==> src/rtl/byte_alu_pkg.sv <==
package byte_alu_pkg;

  typedef enum logic [3:0] {
    OP_ADD  = 4'b0000,
    OP_AND  = 4'b0001,
    OP_OR   = 4'b0010,
    OP_XOR  = 4'b0011,
    OP_COM  = 4'b0100,
    OP_ROR  = 4'b0101,
    OP_ROL  = 4'b0110,
    OP_SWAP = 4'b0111,
    OP_SUB  = 4'b1000
  } alu_op_e;

  typedef enum logic [1:0] {
    SRC_W    = 2'b00,
    SRC_BUS  = 2'b01,
    SRC_LIT  = 2'b10,
    SRC_AUX  = 2'b11
  } src_sel_e;

endpackage

==> src/rtl/operand_mux.sv <==
module operand_mux #(
  parameter int W = 8
) (
  input  logic [W-1:0] w_src,
  input  logic [W-1:0] bus_src,
  input  logic [W-1:0] lit_src,
  input  logic [W-1:0] aux_src,
  input  logic [1:0]   sel,
  output logic [W-1:0] operand
);
  import byte_alu_pkg::*;

  always_comb begin
    unique case (src_sel_e'(sel))
      SRC_W:   operand = w_src;
      SRC_BUS: operand = bus_src;
      SRC_LIT: operand = lit_src;
      default: operand = aux_src;
    endcase
  end
endmodule

==> src/rtl/bit_mask_gen.sv <==
module bit_mask_gen #(
  parameter int W = 8,
  localparam int POS_W = $clog2(W)
) (
  input  logic [POS_W-1:0] pos,
  input  logic             invert,
  output logic [W-1:0]     mask
);
  localparam logic [W-1:0] ONE = {{(W-1){1'b0}}, 1'b1};

  logic [W-1:0] raw_mask;

  assign raw_mask = ONE << pos;
  assign mask     = invert ? ~raw_mask : raw_mask;

  // one active bit, at pos, with the chosen polarity
  always_comb begin
    assert_mask_onehot_R3: assert final (($countones(mask ^ {W{invert}}) == 1) && (mask[pos] != invert))
      else $error("mask %b pos %0d inv %b", mask, pos, invert);
  end
endmodule

==> src/rtl/alu_core.sv <==
module alu_core #(
  parameter int W = 8
) (
  input  logic [W-1:0] a_in,
  input  logic [W-1:0] b_in,
  input  logic [3:0]   op,
  input  logic         c_in,
  output logic [W-1:0] r_out,
  output logic         c_out
);
  import byte_alu_pkg::*;

  localparam int HALF = W / 2;

  function automatic logic [W:0] add_carry(input logic [W-1:0] x, input logic [W-1:0] y,
                                           input logic cin);
    return {1'b0, x} + {1'b0, y} + {{W{1'b0}}, cin};
  endfunction

  function automatic logic [W-1:0] nibble_swap(input logic [W-1:0] x);
    return {x[HALF-1:0], x[W-1:HALF]};
  endfunction

  // internal events brought out for checking
  logic [W:0] sum_add;
  logic [W:0] sum_sub;
  logic       op_is_known;

  assign sum_add = add_carry(a_in, b_in, 1'b0);
  assign sum_sub = add_carry(a_in, ~b_in, 1'b1);
  assign op_is_known = (op[3] == 1'b0) || (op == OP_SUB);

  always_comb begin
    r_out = '0;
    c_out = c_in;
    case (alu_op_e'(op))
      OP_ADD:  {c_out, r_out} = sum_add;
      OP_SUB:  {c_out, r_out} = sum_sub;
      OP_AND:  r_out = a_in & b_in;
      OP_OR:   r_out = a_in | b_in;
      OP_XOR:  r_out = a_in ^ b_in;
      OP_COM:  r_out = ~a_in;
      OP_ROR:  begin r_out = {c_in, a_in[W-1:1]}; c_out = a_in[0];   end
      OP_ROL:  begin r_out = {a_in[W-2:0], c_in}; c_out = a_in[W-1]; end
      OP_SWAP: r_out = nibble_swap(a_in);
      default: begin r_out = '0; c_out = c_in; end
    endcase
  end

  always_comb begin
    if (op == OP_ADD) begin
      assert_add_wide_R4: assert final ((int'(r_out) + (c_out ? (1 << W) : 0)) == (int'(a_in) + int'(b_in)))
        else $error("add mismatch");
    end
    if (op == OP_SUB) begin
      assert_sub_noborrow_R5: assert final (c_out == (a_in >= b_in))
        else $error("sub carry mismatch");
    end
    if (op == OP_ROR) begin
      assert_ror_ends_R8: assert final ((c_out == a_in[0]) && (r_out[W-1] == c_in))
        else $error("ror mismatch");
    end
    if (op == OP_ROL) begin
      assert_rol_ends_R9: assert final ((c_out == a_in[W-1]) && (r_out[0] == c_in))
        else $error("rol mismatch");
    end
    if (op == OP_SWAP) begin
      assert_swap_halves_R10: assert final ((r_out[W-1:HALF] == a_in[HALF-1:0]) && (c_out == c_in))
        else $error("swap mismatch");
    end
    if (!op_is_known) begin
      assert_undef_quiet_R12: assert final ((r_out == '0) && (c_out == c_in))
        else $error("undefined op not quiet");
    end
  end
endmodule

==> src/rtl/byte_alu_steer.sv <==
module byte_alu_steer #(
  parameter int W = 8,
  localparam int POS_W = $clog2(W)
) (
  input  logic [W-1:0]     w_reg,
  input  logic [W-1:0]     bus_val,
  input  logic [W-1:0]     lit_val,
  input  logic [POS_W-1:0] bit_pos,
  input  logic             mask_inv,
  input  logic [1:0]       a_sel,
  input  logic [1:0]       b_sel,
  input  logic [3:0]       op_code,
  input  logic             carry_in,
  output logic [W-1:0]     result,
  output logic             zero_out,
  output logic             carry_out
);
  localparam logic [W-1:0] CONST_ONE = {{(W-1){1'b0}}, 1'b1};

  logic [W-1:0] bit_mask;
  logic [W-1:0] opnd_a;
  logic [W-1:0] opnd_b;

  bit_mask_gen #(.W(W)) mask_i (
    .pos(bit_pos), .invert(mask_inv), .mask(bit_mask)
  );

  operand_mux #(.W(W)) mux_a_i (
    .w_src(w_reg), .bus_src(bus_val), .lit_src(lit_val), .aux_src(bit_mask),
    .sel(a_sel), .operand(opnd_a)
  );

  operand_mux #(.W(W)) mux_b_i (
    .w_src(w_reg), .bus_src(bus_val), .lit_src(lit_val), .aux_src(CONST_ONE),
    .sel(b_sel), .operand(opnd_b)
  );

  alu_core #(.W(W)) core_i (
    .a_in(opnd_a), .b_in(opnd_b), .op(op_code), .c_in(carry_in),
    .r_out(result), .c_out(carry_out)
  );

  assign zero_out = (result == '0);

  always_comb begin
    if (a_sel == 2'b10) begin
      assert_a_literal_R1: assert final (opnd_a == lit_val) else $error("A literal select");
    end
    if (b_sel == 2'b11) begin
      assert_b_const_R2: assert final (opnd_b == CONST_ONE) else $error("B constant select");
    end
  end
endmodule

==> config.mk <==
export PLATFORM = sky130hd
export DESIGN_NAME = byte_alu_steer
export DESIGN_NICKNAME = d
export VERILOG_FILES = /design/src/rtl/byte_alu_pkg.sv /design/src/rtl/operand_mux.sv /design/src/rtl/bit_mask_gen.sv /design/src/rtl/alu_core.sv /design/src/rtl/byte_alu_steer.sv
export SDC_FILE = /design/constraint.sdc
export NUM_CORES = 1
export LEC_CHECK = 0
export BUFFER_PORTS_ARGS = -buffer_cell sky130_fd_sc_hd__clkbuf_2
export CORE_MARGIN = 3
export CORE_UTILIZATION = 63
export DETAILED_ROUTE_END_ITERATION = 10
export PLACE_DENSITY_LB_ADDON = 0.3
export SLEW_MARGIN = 20
export SYNTH_ARGS = -nofsm -noshare
export SYNTH_HDL_FRONTEND = slang
export SYNTH_SLANG_ARGS = --single-unit
==> constraint.sdc <==
create_clock -name vclk -period 9.48
set_input_delay 1.896 -clock vclk [all_inputs]
set_output_delay 1.896 -clock vclk [all_outputs]
set_load 0.005 [all_outputs]
==> implementation parameters <==
Parameter                              Value

Status
  Status    finished, final reports clean

Logic synthesis
  Syn. warnings    0
  Compound-gate portion of the synthesized area    27.6%
  Synthesized instance count    295
  Number of nets in the synthesized netlist    359
  Post-synthesis adder-cell area fraction    between 10% and 20%
  Synthesized area    around 2100 um2
  Leading cell types by total area after synthesis    ha_1 15%, mux2i_1 9.9%, nor2_1 4.8%, inv_1 4.4%, nor2b_1 4.4%
  Post-synthesis xor/xnor area fraction    5.34%
  Library cell with the largest summed area after synthesis    ha_1
  Average size of a mapped cell    7.23 um2
  Library cell with the highest instance count after synthesis    nor2_1
  Top cell types by occurrence after synthesis    27 x nor2_1, 25 x ha_1, 25 x inv_1, 21 x mux2i_1, 16 x a21oi_1
  Synth top area share    14.7%
  Unique masters post-synth    61
  Sequential cell area fraction in the yosys report    0%
  Area fraction in and, or, nand and nor cells after synthesis    26.3%
  Combinational family with the most area after synthesis    compound AO/OA/AOI/OAI gates
  Post-synthesis mux area share    15.7%

STA
  Final number of hold-violating endpoints    0
  Unrepaired setup endpoints after global routing    no
  Final worst path period share    78.3%
  Post-route setup TNS    0 ps
  Worst slew slack as a fraction of its limit    48.8%
  Fmax achieved    135 MHz
  Final min period    7420 ps
  Slew at the pin closest to its max-slew limit    766 ps
  Max-slew violations    0
  Count of endpoints failing setup in the final report    0
  Hold Worst Slack    4210 ps

Routing
  Initial DRT Pass Iterations    5
  Met2 WL post-DR    2940 um
  Detailed router's first-iteration violation count    272
  Top layer in use    met4
  Antenna-violating nets left    0
  Final wirelength    6310 um
  Routed wire per std cell    17.2 um
  Total vias in the final route    about 2400
  Met3 wire len    about 410 um
  Residual DRC count    0
  Post-DR vias/cell    6.56
  Sum of routed wire segments on met1    2820 um

Die
  Num rows    20
  Area of the die    4120 um2
  Initial Util    between 60% and 70%
  Vertical die dimension    between 60 and 70 um
  Count of boundary I/O pins    47
  Core Box Area    about 3200 um2
  Horiz. Die Dim    64.2 um

Hold path
  Endpoint of the worst hold-timing path    carry_out
  Tightest Hold Check Type    in -> out
  Hold path startpoint    carry_in
  Number of instances on the worst hold path    4

Power and ir drop
  Internal power component    77.6 uW
  Clock power frac    0%
  Standby leakage power    ~0.0011 uW
  Power share of the combinational group    100.0%
  Areal power density over the cells    76.7 nW/um2
  Worst IR drop on VDD    36.3 uV
  Reg power frac    0%
  Net switching component of the power    102 uW
  Switching portion of total power    56.8%

Placement
  Final weighted congestion of routability-driven global placement    around 0.96
  Estimated wirelength of the detail-placed design    5100 um
  Buffers on Ports    47
  Area after DPL    2340 um2

Setup path
  Critical-path maximum fanout    19
  Required arrival time at the worst endpoint    ~7600 ps
  Endpoint class of the critical path    output pin
  Data arrival time at the worst-slack endpoint    5530 ps
  Worst Path Class, Setup    in -> out
  Element type at the critical path start    input port

Finish
  Area grow syn2layout    9.62%
  Final Cell Area    around 2300 um2
  Layout clock buffers    0
  Area used by multi-input combinational logic    slightly below 2000 um2
  Layout cells sized above 1    19.8%
  Number of flip-flops and latches    0
  Filler Cells Inserted    roughly 290
  ANT cells    0
  Total Nets Final    389
  Storage element area    0 um2

CTS
  Number of buffers inserted to repair setup after CTS    0
  Quantity of hold-fixing buffers added after cts    0
  Resize count post-CTS    0

Global route
  Pin count of the biggest net entering global routing    26
  Vias in the first global route    2241
  Overall routing resource usage    30.9%
  Sum of overflow across all layers after global routing    0
  First-pass GRT wire length    10600 um
  Number of antenna violations at the first check in global routing    0

Run
  Number of max-capacitance violations reported    0
-- worst max-delay path, stage by stage --
cell and delay (ps):
clkbuf_2 250, and2_1 300, a221oi_2 500, inv_1 240
fa_1 580, mux4_2 230, o22ai_1 90, a21oi_1 100
nor3b_1 340, or4b_2 630, nor4_2 180, clkbuf_2 160
-- cell type report --
class                      count  share of cell area (%)
tap                           44                    2.35
inverter                      26                    4.17
multi-input combinational    250                    83.4
timing repair buffer          47                    10.1
-- cells by family after synthesis --
logic type | Yosys count
simple gates | 100
compound gates | 82
buf+inv | 45
mux | 28
fa+ha+maj | 27
xor+xnor | 13
-- stage by stage --
stage / setup slack (ps) / power [uW] / std cells / util (%)
finish: 2060 / 179 / 367 / 74.2
global route: 1780 / 197 / 367 / 74.2
CTS: 2140 / 176 / 367 / 74.2
detailed placement: 2140 / 175 / 367 / 74.2
global placement: 2220 / 171 / 367 / 74.2
floorplan: 2670 / 130 / 295 / -
-- power groups by stage --
stage | Sequential [uW] | Clock (uW) | Combinational, uW
6_report | 0 | 0 | 179
4_1_cts | 0 | 0 | 176
3_3_place_gp | 0 | 0 | 171
2_1_floorplan | 0 | 0 | 130
3_5_place_dp | 0 | 0 | 175
5_1_grt | 0 | 0 | 197
-- worst max-delay path by stage --
| stage | startpoint | endpoint | slack (ps) | cells after the start |
|---|---|---|---|---|
| detailed placement | a_sel[0] | zero_out | 2140 | 12 |
| global route | a_sel[0] | zero_out | 1780 | 13 |
| finish | a_sel[0] | zero_out | 2060 | 12 |
| floorplan | a_sel[0] | zero_out | 2670 | 14 |
| CTS | a_sel[0] | zero_out | 2140 | 12 |
| global placement | a_sel[0] | zero_out | 2220 | 12 |
-- cells in the final DEF (no fill, tap or decap), types with 2 or more instances in the layout --
cell | Yosys | final
or4_1 | 2 | 2
nor4_1 | 2 | 2
a22o_1 | 2 | 2
or2_2 | 2 | 2
inv_1 | 25 | 25
o211ai_1 | 2 | 2
or3_1 | 2 | 2
xnor2_1 | 8 | 8
nor3b_1 | 8 | 8
nor2b_1 | 15 | 15
nand2_1 | 10 | 10
a211oi_1 | 6 | 6
clkbuf_2 | 0 | 47
o21a_1 | 3 | 3
mux2_2 | 3 | 3
a221oi_1 | 2 | 2
a31oi_1 | 2 | 2
a211o_1 | 3 | 3
a22oi_1 | 4 | 4
nand3b_1 | 4 | 4
mux4_2 | 4 | 4
ha_1 | 25 | 25
o221ai_1 | 3 | 3
o21ai_0 | 8 | 8
nor3_1 | 6 | 6
a221o_1 | 2 | 2
and2_1 | 4 | 4
o22ai_1 | 10 | 10
mux2i_1 | 21 | 21
nand2b_1 | 9 | 9
o31ai_1 | 2 | 2
xor2_1 | 5 | 5
a21oi_1 | 16 | 16
a32oi_1 | 3 | 3
fa_1 | 2 | 2
nand3_1 | 3 | 3
nor2_1 | 27 | 27
-- layer usage --
layer	GRT usage [%]	vias to the layer above
li1	-	1153
met1	41.7	1121
met2	53.7	120
met3	1.23	15
met4	7.39	0
met5	0	-
(Power assumes the default switching activity.)
